--- src/rtl/dgrp_pkg.sv ---
package dgrp_pkg;
  localparam int GROUP_SLOTS = 5;
  localparam int SLOT_W = $clog2(GROUP_SLOTS + 1);
  localparam int CR_SLOTS = 2;
  localparam int CRACK_LIMIT = 2;

  typedef enum logic [2:0] {
    U_FXU = 3'd0, U_LSU = 3'd1, U_FPU = 3'd2, U_VALU = 3'd3,
    U_VPERM = 3'd4, U_CRU = 3'd5, U_BRU = 3'd6
  } unit_e;

  typedef enum logic [1:0] {
    HZ_NONE = 2'b00, HZ_WAIT = 2'b01, HZ_NOOP = 2'b10
  } hazard_e;

  typedef struct packed {
    logic doIssue;
    logic doAdvance;
    logic closeGroup;
    logic twoSlots;
    logic setCtr;
  } ctrl_s;
endpackage

--- src/rtl/dgrp_ctrl.sv ---
module dgrp_ctrl
  import dgrp_pkg::*;
(
  input  logic [2:0]        unitClass,
  input  logic              isFirst,
  input  logic              isSingle,
  input  logic              isCracked,
  input  logic              isCtrWrite,
  input  logic              isCtrBranch,
  input  logic              isPseudo,
  input  logic              issueStb,
  input  logic              advanceStb,
  input  logic [SLOT_W-1:0] slotCnt,
  input  logic              ctrSet,
  output logic [1:0]        hazard,
  output ctrl_s             ctrl
);
  logic isBranch, isCru, waitHit;

  always_comb begin
    isBranch = (unitClass == U_BRU);
    isCru    = (unitClass == U_CRU);
    waitHit  = 1'b0;
    if ((isFirst || isSingle) && slotCnt != '0) waitHit = 1'b1;
    if (isCracked && slotCnt > SLOT_W'(CRACK_LIMIT)) waitHit = 1'b1;
    if (isCru && slotCnt >= SLOT_W'(CR_SLOTS)) waitHit = 1'b1;
    if (!isBranch && !isCru && slotCnt == SLOT_W'(GROUP_SLOTS - 1)) waitHit = 1'b1;

    if (isPseudo)                 hazard = HZ_NONE;
    else if (waitHit)             hazard = HZ_WAIT;
    else if (ctrSet && isCtrBranch) hazard = HZ_NOOP;
    else                          hazard = HZ_NONE;

    ctrl.doIssue    = issueStb && !isPseudo;
    ctrl.doAdvance  = advanceStb && !issueStb;
    ctrl.closeGroup = isBranch || isSingle;
    ctrl.twoSlots   = isCracked;
    ctrl.setCtr     = isCtrWrite;
  end
endmodule

--- src/rtl/dgrp_state.sv ---
module dgrp_state
  import dgrp_pkg::*;
(
  input  logic              clk,
  input  logic              rst,
  input  ctrl_s             ctrl,
  output logic [SLOT_W-1:0] slotCnt,
  output logic              ctrSet
);
  logic [SLOT_W:0] nextCnt;
  logic            nextCtr;

  always_comb begin
    nextCnt = {1'b0, slotCnt};
    nextCtr = ctrSet;
    if (ctrl.doIssue) begin
      if (ctrl.setCtr) nextCtr = 1'b1;
      if (ctrl.closeGroup) nextCnt = (SLOT_W+1)'(GROUP_SLOTS - 1);
      nextCnt = nextCnt + 1'b1 + {{SLOT_W{1'b0}}, ctrl.twoSlots};
    end else if (ctrl.doAdvance) begin
      nextCnt = nextCnt + 1'b1;
    end
    if (nextCnt >= (SLOT_W+1)'(GROUP_SLOTS)) begin
      nextCnt = '0;
      nextCtr = 1'b0;
    end
  end

  always_ff @(posedge clk) begin
    if (rst) begin
      slotCnt <= '0;
      ctrSet  <= 1'b0;
    end else begin
      slotCnt <= nextCnt[SLOT_W-1:0];
      ctrSet  <= nextCtr;
    end
  end

  p_slot_bound_r10: assert property (@(posedge clk) disable iff (rst)
    slotCnt < SLOT_W'(GROUP_SLOTS));
  p_adv_legal_r10: assert property (@(posedge clk) disable iff (rst)
    ctrl.doAdvance |-> slotCnt < SLOT_W'(GROUP_SLOTS));
  p_hold_r11: assert property (@(posedge clk) disable iff (rst)
    (!ctrl.doIssue && !ctrl.doAdvance) |=> $stable(slotCnt) && $stable(ctrSet));
  p_close_r7: assert property (@(posedge clk) disable iff (rst)
    (ctrl.doIssue && ctrl.closeGroup) |=> slotCnt == '0 && !ctrSet);
endmodule

--- src/rtl/dgrp_hazard_top.sv ---
module dgrp_hazard_top
  import dgrp_pkg::*;
(
  input  logic       clk,
  input  logic       rst,
  input  logic [2:0] unitClass,
  input  logic       isFirst,
  input  logic       isSingle,
  input  logic       isCracked,
  input  logic       isCtrWrite,
  input  logic       isCtrBranch,
  input  logic       isPseudo,
  input  logic       issueStb,
  input  logic       advanceStb,
  output logic [1:0] hazard,
  output logic [2:0] slotsUsed
);
  ctrl_s             ctrl;
  logic [SLOT_W-1:0] slotCnt;
  logic              ctrSet;

  dgrp_ctrl u_ctrl (
    .unitClass(unitClass), .isFirst(isFirst), .isSingle(isSingle),
    .isCracked(isCracked), .isCtrWrite(isCtrWrite), .isCtrBranch(isCtrBranch),
    .isPseudo(isPseudo), .issueStb(issueStb), .advanceStb(advanceStb),
    .slotCnt(slotCnt), .ctrSet(ctrSet), .hazard(hazard), .ctrl(ctrl)
  );

  dgrp_state u_state (
    .clk(clk), .rst(rst), .ctrl(ctrl), .slotCnt(slotCnt), .ctrSet(ctrSet)
  );

  assign slotsUsed = 3'(slotCnt);

  p_pseudo_r9: assert property (@(posedge clk) disable iff (rst)
    isPseudo |-> hazard == HZ_NONE);
  p_pseudo_hold_r9: assert property (@(posedge clk) disable iff (rst)
    (isPseudo && !advanceStb) |=> $stable(slotsUsed));
  p_first_r4: assert property (@(posedge clk) disable iff (rst)
    (!isPseudo && (isFirst || isSingle) && slotsUsed != 3'd0) |-> hazard == HZ_WAIT);
  p_cru_r6: assert property (@(posedge clk) disable iff (rst)
    (!isPseudo && unitClass == U_CRU && slotsUsed >= 3'd2) |-> hazard == HZ_WAIT);
  p_enc_r2: assert property (@(posedge clk) disable iff (rst)
    hazard != 2'b11);
endmodule

--- config.mk ---
export PLATFORM = sky130hd
export DESIGN_NAME = dgrp_hazard_top
export DESIGN_NICKNAME = d
export VERILOG_FILES = /design/src/rtl/dgrp_pkg.sv /design/src/rtl/dgrp_ctrl.sv /design/src/rtl/dgrp_state.sv /design/src/rtl/dgrp_hazard_top.sv
export SDC_FILE = /design/constraint.sdc
export NUM_CORES = 1
export LEC_CHECK = 0
export ABC_CLOCK_PERIOD_IN_PS = 2300
export CORE_AREA = 3 3 40 42
export CTS_CLUSTER_SIZE = 40
export DETAILED_ROUTE_END_ITERATION = 10
export DIE_AREA = 0 0 43 45
export DONT_BUFFER_PORTS = 1
export SKIP_CTS_REPAIR_TIMING = 1
export SYNTH_ARGS = -nofsm -noshare
export SYNTH_HDL_FRONTEND = slang
export SYNTH_HIERARCHICAL = 1
export SYNTH_SLANG_ARGS = --single-unit
--- constraint.sdc ---
create_clock -name clk -period 2.3 [get_ports clk]
set_input_delay 0.23 -clock clk [delete_from_list [all_inputs] [get_ports clk]]
set_output_delay 0.23 -clock clk [all_outputs]
set_load 0.05 [all_outputs]
==> results_dict.tcl, run 1 <==
set metrics [dict create \
    wl_per_cell_um 11.5 \
    antenna_found_initial 0 \
    maxClockFrequency_ghz 0.532 \
    cp.required_ns 2.07 \
    fin_tns_setup_ns 0 \
    io_pins 18 \
    vias_per_cell 5.34 \
    hold_path_class "in -> reg" \
    design_area_um2 469 \
    worst_slew_pin_slew_ns 0.478 \
    dp_hpwl_um 743 \
    h-tree-depth 1 \
    critPathKind "reg -> out" \
    synth_top_cell_by_area "dfxtp_1" \
    ys_seq_elements 4 \
    setup_violations 0 \
    utilization_pct 36.5 \
    powerDensity_mw_per_mm2 526 \
    crit_arrival_ns 1.65 \
    cts-root-buf "clkbuf_4" \
    grt_pass1_wl_um 1410 \
    wl_um 852 \
    synth_area_per_cell_um2 7.60 \
    relSlewSlack_pct 67.8 \
    drc 0 \
    netlist.area_leader.share_pct 19.5 \
    worst_setup_path_end_kind "output pin" \
    pwr-share-clk_pct 33.4 \
    place_congestion 0.697 \
    numPortBuffers 0 \
    finalNetCount 77 \
    finalClockSkew_ns 0.0000663 \
    cts_tree "built" \
    syn_inst 54 \
    syn-num-nets 70 \
    finalMaxSlewViolations 0 \
    cts_max_path_buffers 2 \
    synth_warnings 6 \
    peakVddDrop_v 0.000261 \
    die_w_um 43 \
    ant_nets 0 \
    grt_pass1_vias 388 \
    synth_seq_area_share_pct 19.5 \
    power_frac_seq_pct 32.7 \
    initial_core_util_pct 31.9 \
    p_total_mw 0.247 \
    switching_share_pct 33.6 \
    comb_power_share_pct 33.9 \
    status "completed" \
    overflow 0 \
    fp.dieH_um 45 \
    clock_latency_ns 0.23 \
    placed_area_um2 447 \
    dpl.cell_count 71 \
    drt_pass1_iterations 2 \
    ys_types 28 \
    grtUsageTotal_pct 9.75 \
    vias 395 \
    drtIter0Drc 4 \
    numClockSinks 4 \
    core_region_area_mm2 0.00128 \
    syn_area_um2 410 \
    cp-start-kind "register" \
    rsz0062_at_grt "no" \
    period_share_pct 81.8 \
    path_clk_slew_ns 0.03 \
    finalHoldViolCount 0 \
    grt_max_degree 12 \
    p_int_mw 0.164 \
    layout-drive-gt1-share_pct 18.6 \
    netSwitchingPower_mw 0.0828 \
    min_period_ns 1.88 \
    die_area_mm2 0.00194 \
    antenna_cells 0 \
    fin_cells 74 \
    synthTopCellsByArea "dfxtp_1 (20%), ha_1 (9.1%), a21oi_1 (6.1%), o21ai_0 (4.9%), nor2_1 (4.6%)" \
    leakage_nw 0.199 \
    cap_viol_max_count 0 \
    critPathMaxFanout 5 \
    rows 13 \
    area_growth_pct 14.3 \
    cts_buffers 3 \
]
==> kinds of logic (layout without fill, tap and decap cells) <==
| group | after synthesis | in the layout | synth area share, % |
|---|---|---|---|
| AO/OA/AOI/OAI | 17 | 17 | 29.0 |
| XOR/XNOR | 2 | 2 | 4.27 |
| adder cells (fa/ha/maj) | 3 | 3 | 9.15 |
| buffers and inverters | 7 | 12 | 8.53 |
| flip-flops | 4 | 4 | 19.5 |
| multiplexers | 2 | 2 | 5.18 |
| AND/OR/NAND/NOR | 19 | 19 | 24.4 |
==> cell usage in the layout, fill, tap and decap left out, drive strengths merged <==
| cell | instances |
|---|---|
| nand2 | 3 |
| clkbuf | 3 |
| o22a | 1 |
| nor2 | 5 |
| buf | 5 |
| a31o | 1 |
| xor2 | 1 |
| xnor2 | 1 |
| a31oi | 1 |
| o22ai | 1 |
| mux2 | 1 |
| inv | 4 |
| a211oi | 1 |
| nand2b | 1 |
| ha | 3 |
| nor2b | 3 |
| nand3b | 1 |
| and3b | 1 |
| a21oi | 5 |
| a41oi | 1 |
| nor3 | 3 |
| mux2i | 1 |
| o21ai | 4 |
| and3 | 1 |
| dfxtp | 4 |
| nand4 | 1 |
| o211ai | 1 |
| a32o | 1 |
==> power by group through the flow <==
| stage | Sequential [mW] | Clock (mW) | Combinational, mW |
|---|---|---|---|
| after global routing | 0.0817 | 0.0893 | 0.0922 |
| after CTS | 0.0809 | 0.0873 | 0.0846 |
| final | 0.0807 | 0.0823 | 0.0836 |
| after floorplan | 0.0954 | 0 | 0.0542 |
| after global placement | 0.0817 | 0 | 0.0832 |
| after detailed placement | 0.0819 | 0 | 0.0844 |
==> per-stage QoR <==
step	setup WS [ns]	hold WS, ns
4_1_cts	0.392	0.222
5_1_grt	0.325	0.241
3_5_place_dp	0.574	0.464
3_3_place_gp	0.594	0.451
2_1_floorplan	0.139	0.507
6_report	0.420	0.230
==> critical path: stages, from the launching register on <==
cell	delay, ns
dfxtp_1	0.35
buf_4	0.22
o21ai_0	0.17
a32o_1	0.20
and3_1	0.48
==> synth_stat cells <==
cell type and n:
o22a_1 1, nand3b_1 1, dfxtp_1 4, a31oi_1 1, buf_2 1, mux2_1 1, xnor2_1 1, xor2_1 1
o21ai_0 4, and3_1 1, nor3_1 3, a32o_1 1, nand2b_1 1, a41oi_1 1, mux2i_1 1, o211ai_2 1
inv_1 4, nor2b_1 3, a31o_1 1, buf_4 2, nor2_1 5, a21oi_1 5, o22ai_1 1, a211oi_2 1
and3b_2 1, ha_1 3, nand4_1 1, nand2_1 3
==> state kept, by name (all words and copies together) (netlist names) <==
register and flops:
u_state/ctrSet 1, u_state/slotCnt 3
==> area by class of cell <==
cell class | count | area [um^2]
multi-input cells | 43 | 295
well taps | 15 | 18.8
flip-flops and latches | 4 | 80.1
inverters | 4 | 15.0
fillers | 152 | 816
repair buffers | 5 | 37.5
clock buffers | 3 | 22.5
==> worst paths after layout <==
| path | from | to | slack (ns) | cells after the start |
|---|---|---|---|---|
| worst max-delay path | u_state/slotCnt[0] | hazard[1] | 0.42 | 4 |
| worst min-delay path | isCtrWrite | u_state/ctrSet | 0.23 | 2 |
| worst max register to register | u_state/slotCnt[1] | u_state/ctrSet | 0.68 | 7 |
| worst min register to register | u_state/ctrSet | u_state/ctrSet | 0.55 | 2 |
==> routing by layer <==
layer	vias to the layer above	wire [um]	GRT usage, %
met1	176	372	10.6
met2	13	409	17.1
met4	0	0	7.23
met3	0	70	1.59
li1	206	-	-
met5	-	0	0
(Power assumes the default switching activity.)
==> inputs of run 2 (changes only) <==
ABC_AREA = 1   (was unset)
ABC_CLOCK_PERIOD_IN_PS = 1900   (was 2300)
CORE_AREA = unset   (was 3 3 40 42)
CORE_MARGIN = 3   (was unset)
CORE_UTILIZATION = 35   (was unset)
DIE_AREA = unset   (was 0 0 43 45)
clock period = 1.9 ns   (was 2.3 ns; I/O delays follow)
==> run 2 against run 1 <==
Via count is 20% higher. Critical endpoint is now u_state/slotCnt[1]. Combinational power is 48% higher. Sequential share of layout area shrank 1.8 points. Global-route usage up 3.3 points. Final cell count rose by 35%. Area after synthesis grew 12%. Total power rose by 35%. Design area grew 17%.
==> results_dict.tcl, run 2 <==
set metrics [dict create \
    critPathKind "reg -> reg" \
    fp.dieH_um 42.2 \
    cts_max_path_buffers 2 \
    synth_top_cell_by_area "dfxtp_1" \
    critPathMaxStageDelay_ns 0.33 \
    setup_violations 0 \
    rows 12 \
    synthArstFlopShare_pct 0 \
    relSlewSlack_pct 69.9 \
    finalHoldViolCount 0 \
    pre_cts_ws_ns 0.0563 \
    path_buf_inv 2 \
    drt_pass1_iterations 2 \
    top_regs "u_state/slotCnt: 3 flops, u_state/ctrSet: 1 flops" \
    period_share_pct 93.8 \
    initial_core_util_pct 39.1 \
    grt_pass1_wl_um 1870 \
    min_period_ns 1.78 \
    cap_viol_max_count 0 \
    powerDensity_mw_per_mm2 606 \
    layout-drive-gt1-share_pct 25.6 \
    comb_power_share_pct 37.3 \
    crit-reg2reg-capture "u_state/slotCnt[1]" \
    hold_slack_ns 0.133 \
    finalClockSkew_ns 0.00888 \
    pwr-share-clk_pct 34.2 \
    wl_per_cell_um 10.1 \
    cts_tree "built" \
    syn_inst 78 \
    layout_setup_ws_ns 0.118 \
    p_int_mw 0.213 \
    largest_reg_flops 3 \
    core_region_area_mm2 0.00117 \
    netSwitchingPower_mw 0.119 \
    maxClockFrequency_ghz 0.561 \
    finalMaxSlewViolations 0 \
    io_pins 18 \
    syn-num-nets 94 \
    crit_arrival_ns 1.94 \
    hp-start "isCtrWrite" \
    synth_area_per_cell_um2 5.87 \
    dp_hpwl_um 864 \
    cts-root-buf "clkbuf_4" \
    ys_types 22 \
    netlist.area_leader.share_pct 17.5 \
    area_growth_pct 19.7 \
    antenna_cells 0 \
    crit_chain "inv_1, or2_2, ha_1, inv_1, ha_1, or2_1, nand2_2, nand3_1, nand2_1, nand2_2, nor2_1" \
    overflow 0 \
    holdPathEnd "u_state/ctrSet" \
    h-tree-depth 1 \
    synth_edf_count 0 \
    ant_nets 0 \
    synth_warnings 6 \
    cp_slowest_cell "dfxtp_4" \
    post-synth-top-count-cell "nand2_1" \
    worstHoldPathCells 2 \
    switching_share_pct 35.8 \
    grt_pass1_vias 475 \
    power_frac_seq_pct 28.5 \
    final_cell_mix "nand2_1 (17), nor2_1 (11), inv_1 (11)" \
    wl_um 1010 \
    synth_seq_area_share_pct 17.5 \
    worst_slew_pin_slew_ns 0.450 \
    die_area_mm2 0.00178 \
    numClockSinks 4 \
    vias 474 \
    finalNetCount 103 \
    fin_tns_setup_ns 0 \
    clock_latency_ns 0.23 \
    grtUsageTotal_pct 13.1 \
    die_w_um 42.2 \
    crit_family "simple AND/OR/NAND/NOR gates" \
    critPathMaxFanout 3 \
    cp-start-kind "register" \
    worst_setup_path_end_kind "register" \
    antenna_found_initial 0 \
    numPortBuffers 0 \
    drc 0 \
    syn_area_um2 458 \
    rsz0062_at_grt "no" \
    place_congestion 0.817 \
    status "completed" \
    synthTopCellsByArea "dfxtp_1 (17%), nand2_1 (14%), nand3_1 (9.8%), inv_1 (9.0%), nor2_1 (9.0%)" \
    r2r_setup_slack_ns 0.12 \
    path_clk_slew_ns 0.04 \
    vias_per_cell 4.74 \
    ys_seq_elements 4 \
    r2r-start "u_state/slotCnt[0]" \
    rr_worst_depth 11 \
    synthTopCellsByCount "nand2_1 (17), inv_1 (11), nor2_1 (11), nand3_1 (9), dfxtp_1 (4)" \
    leakage_nw 0.278 \
    regMostFlops "u_state/slotCnt" \
    cts_buffers 3 \
    cp.required_ns 2.06 \
    hold_path_class "in -> reg" \
    drtIter0Drc 5 \
    synthFlopType "dfxtp_1" \
    grt_max_degree 10 \
    final_common_cell "nand2_1" \
    peakVddDrop_v 0.000607 \
]
==> run 2: per-layer routing <==
metal  wire, um  part of all wire (%)  track usage, %
met1        422                    42            14.2
met2        520                    52            24.3
met3         62                   6.2            4.72
met4          0                     0            1.86
met5          0                     0               0
==> run 2: layout make-up <==
cell class	count	area, um^2
fill	127	623
multi-input combinational	58	310
sequential	4	83.8
timing repair buffer	6	57.6
inverter	14	52.6
clock buffer	4	26.3
tap	14	17.5
==> run 2: stage by stage <==
step                      utilization (%)  cell area [um^2]  instances  power [mW]
after CTS                            46.8               548        100       0.339
final                                46.8               548        100       0.332
after detailed placement             44.6               522         96       0.220
after global routing                 46.8               548        100       0.362
after floorplan                         -               462         78       0.190
after global placement               44.6               522         96       0.219
==> run 2: cells by family (layout without fill, tap and decap cells) <==
kind of cell,count (synthesis),after routing,synth area share (%)
flip-flops,4,4,17.5
buffers and inverters,16,24,14.8
AO/OA/AOI/OAI,6,6,7.92
adder cells (fa/ha/maj),3,3,8.20
AND/OR/NAND/NOR,49,49,51.6
==> run 2: worst max-delay path by stage <==
stage	from	endpoint	slack [ns]	cells past startpoint
after floorplan	u_state/slotCnt[0]	u_state/slotCnt[0]	0.05	11
after global placement	unitClass[1]	u_state/slotCnt[1]	0.09	14
after detailed placement	unitClass[1]	u_state/slotCnt[1]	0.06	14
after CTS	u_state/slotCnt[0]	u_state/slotCnt[1]	0.09	11
after global routing	u_state/slotCnt[0]	u_state/slotCnt[1]	0.005	11
final	u_state/slotCnt[0]	u_state/slotCnt[1]	0.12	11
==> run 2: power by group through the flow <==
stage / Combinational (mW) / Sequential [mW] / Clock [mW]
floorplan: 0.0730 / 0.117 / 0
global placement: 0.123 / 0.0962 / 0
detailed placement: 0.124 / 0.0965 / 0
CTS: 0.125 / 0.0947 / 0.120
global route: 0.138 / 0.0955 / 0.128
finish: 0.124 / 0.0946 / 0.114
==> inputs of run 3 (changes only) <==
ABC_CLOCK_PERIOD_IN_PS = 1960   (was 1900)
clock period = 1.96 ns   (was 1.9 ns; I/O delays follow)
==> run 3 against run 2 <==
Die area stayed put. Sequential cell count stayed put. Combinational power is 7% lower. Core utilization is 1.6 points lower. First-iteration DRC count is 60% lower. Design area is 3.4% lower. Register-to-register slack better by 0.04 ns.
==> results_dict.tcl, run 3 (same netlist as run 2, synthesis figures left out) <==
set metrics [dict create \
    status "completed" \
    crit_arrival_ns 1.96 \
    worst_setup_path_end_kind "register" \
    numClockSinks 4 \
    cp.required_ns 2.12 \
    r2r-start "u_state/slotCnt[0]" \
    cts_buffers 3 \
    layout-drive-gt1-share_pct 25.9 \
    n_fill_cell 139 \
    powerDensity_mw_per_mm2 577 \
    met2_length_um 449 \
    setup_violations 0 \
    fin_cells 99 \
    largest_reg_flops 3 \
    regMostFlops "u_state/slotCnt" \
    die_area_mm2 0.00178 \
    io_pins 18 \
    top_layer "met4" \
    fin_tns_setup_ns 0 \
    leakage_nw 0.274 \
    h-tree-depth 1 \
    rows 12 \
    drc 0 \
    drtIter0Drc 2 \
    antenna_found_initial 0 \
    cts_tree "built" \
    drt_pass1_iterations 3 \
    dpl.cell_count 96 \
    layout_setup_ws_ns 0.161 \
    finalClockSkew_ns 0.00569 \
    final_cell_mix "nand2_1 (17), nor2_1 (11), inv_1 (11)" \
    wl_per_cell_um 9.68 \
    finalHoldViolCount 0 \
    die_w_um 42.2 \
    grtUsageTotal_pct 12.7 \
    rsz0062_at_grt "no" \
    rr_worst_depth 11 \
    numPortBuffers 0 \
    top_regs "u_state/slotCnt: 3 flops, u_state/ctrSet: 1 flops" \
    cp-startpoint "u_state/slotCnt[0]" \
    wl_met3_um 43 \
    hp-start "isCtrWrite" \
    path_clk_slew_ns 0.04 \
    dp_hpwl_um 813 \
    hold_path_class "in -> reg" \
    core_region_area_mm2 0.00117 \
    worst_slew_pin_slew_ns 0.437 \
    wl_met1_um 458 \
    overflow 0 \
    worstSetupEndpoint "u_state/ctrSet" \
    ant_nets 0 \
    critPathMaxFanout 3 \
    cp-start-kind "register" \
    place_congestion 0.796 \
    maxClockFrequency_ghz 0.556 \
    cts-root-buf "clkbuf_4" \
    pre_cts_ws_ns 0.111 \
    clock_latency_ns 0.23 \
    vias_per_cell 4.85 \
    vias 480 \
    area_growth_pct 15.6 \
    finalMaxSlewViolations 0 \
    relSlewSlack_pct 70.7 \
    r2r_setup_slack_ns 0.16 \
    wl_um 958 \
    grt_pass1_vias 443 \
    antenna_cells 0 \
    initial_core_util_pct 39.1 \
    peakVddDrop_v 0.000360 \
    finalNetCount 103 \
    grt_pass1_wl_um 1760 \
    fp.dieH_um 42.2 \
    crit-reg2reg-capture "u_state/ctrSet" \
    critPathKind "reg -> reg" \
    grt_max_degree 10 \
    period_share_pct 91.8 \
    cts_max_path_buffers 2 \
    final_common_cell "nand2_1" \
    cap_viol_max_count 0 \
    min_period_ns 1.80 \
]
-- run 3: cell types whose count changed in the layout (fill, tap and decap cells not counted), sizes merged --
cell / change
clkbuf: -1
-- run 3: critical path: stages, from the launching register on --
cell     delay [ns]
dfxtp_2        0.32
inv_1          0.05
or2_2          0.27
ha_1           0.18
inv_1          0.07
ha_1           0.22
or2_0          0.24
nand2_2        0.09
nand3_1        0.07
nand2_1        0.08
nand2_2        0.06
nor2_1         0.08
-- run 3: final cells by class --
cell class                 count  area (um^2)  area share [%]
sequential                     4         81.3            15.4
clock buffer                   3         22.5            4.26
timing repair buffer           6         45.0            8.51
tap                           14         17.5            3.31
inverter                      14         52.6            9.93
multi-input combinational     58          310            58.6
-- run 3: worst min-delay path by stage --
stage                      to  slack [ns]  cells past startpoint
3_5_place_dp   u_state/ctrSet        0.38                      2
2_1_floorplan  u_state/ctrSet        0.43                      3
5_1_grt        u_state/ctrSet        0.19                      2
3_3_place_gp   u_state/ctrSet        0.36                      2
6_report       u_state/ctrSet        0.14                      2
4_1_cts        u_state/ctrSet        0.14                      2
-- run 3: power by group --
group          internal [mW]  switching [mW]  leakage (nW)
clock network         0.0682          0.0302        0.0138
registers             0.0881         0.00409        0.0331
logic                 0.0379          0.0768         0.227
total                  0.194           0.111         0.274
-- run 3: through the flow --
stage	hold slack (ns)	area, um^2	power [mW]	util (%)
finish	0.142	529	0.305	45.2
global route	0.187	529	0.335	45.2
CTS	0.142	529	0.310	45.2
detailed placement	0.377	507	0.208	43.3
global placement	0.361	507	0.207	43.3
floorplan	0.434	459	0.184	-
-- run 3: layer usage --
metal	vias up	GRT usage, %
met3	2	3.00
met2	9	19.8
met1	208	15.8
met5	-	0
li1	261	-
met4	0	7.45
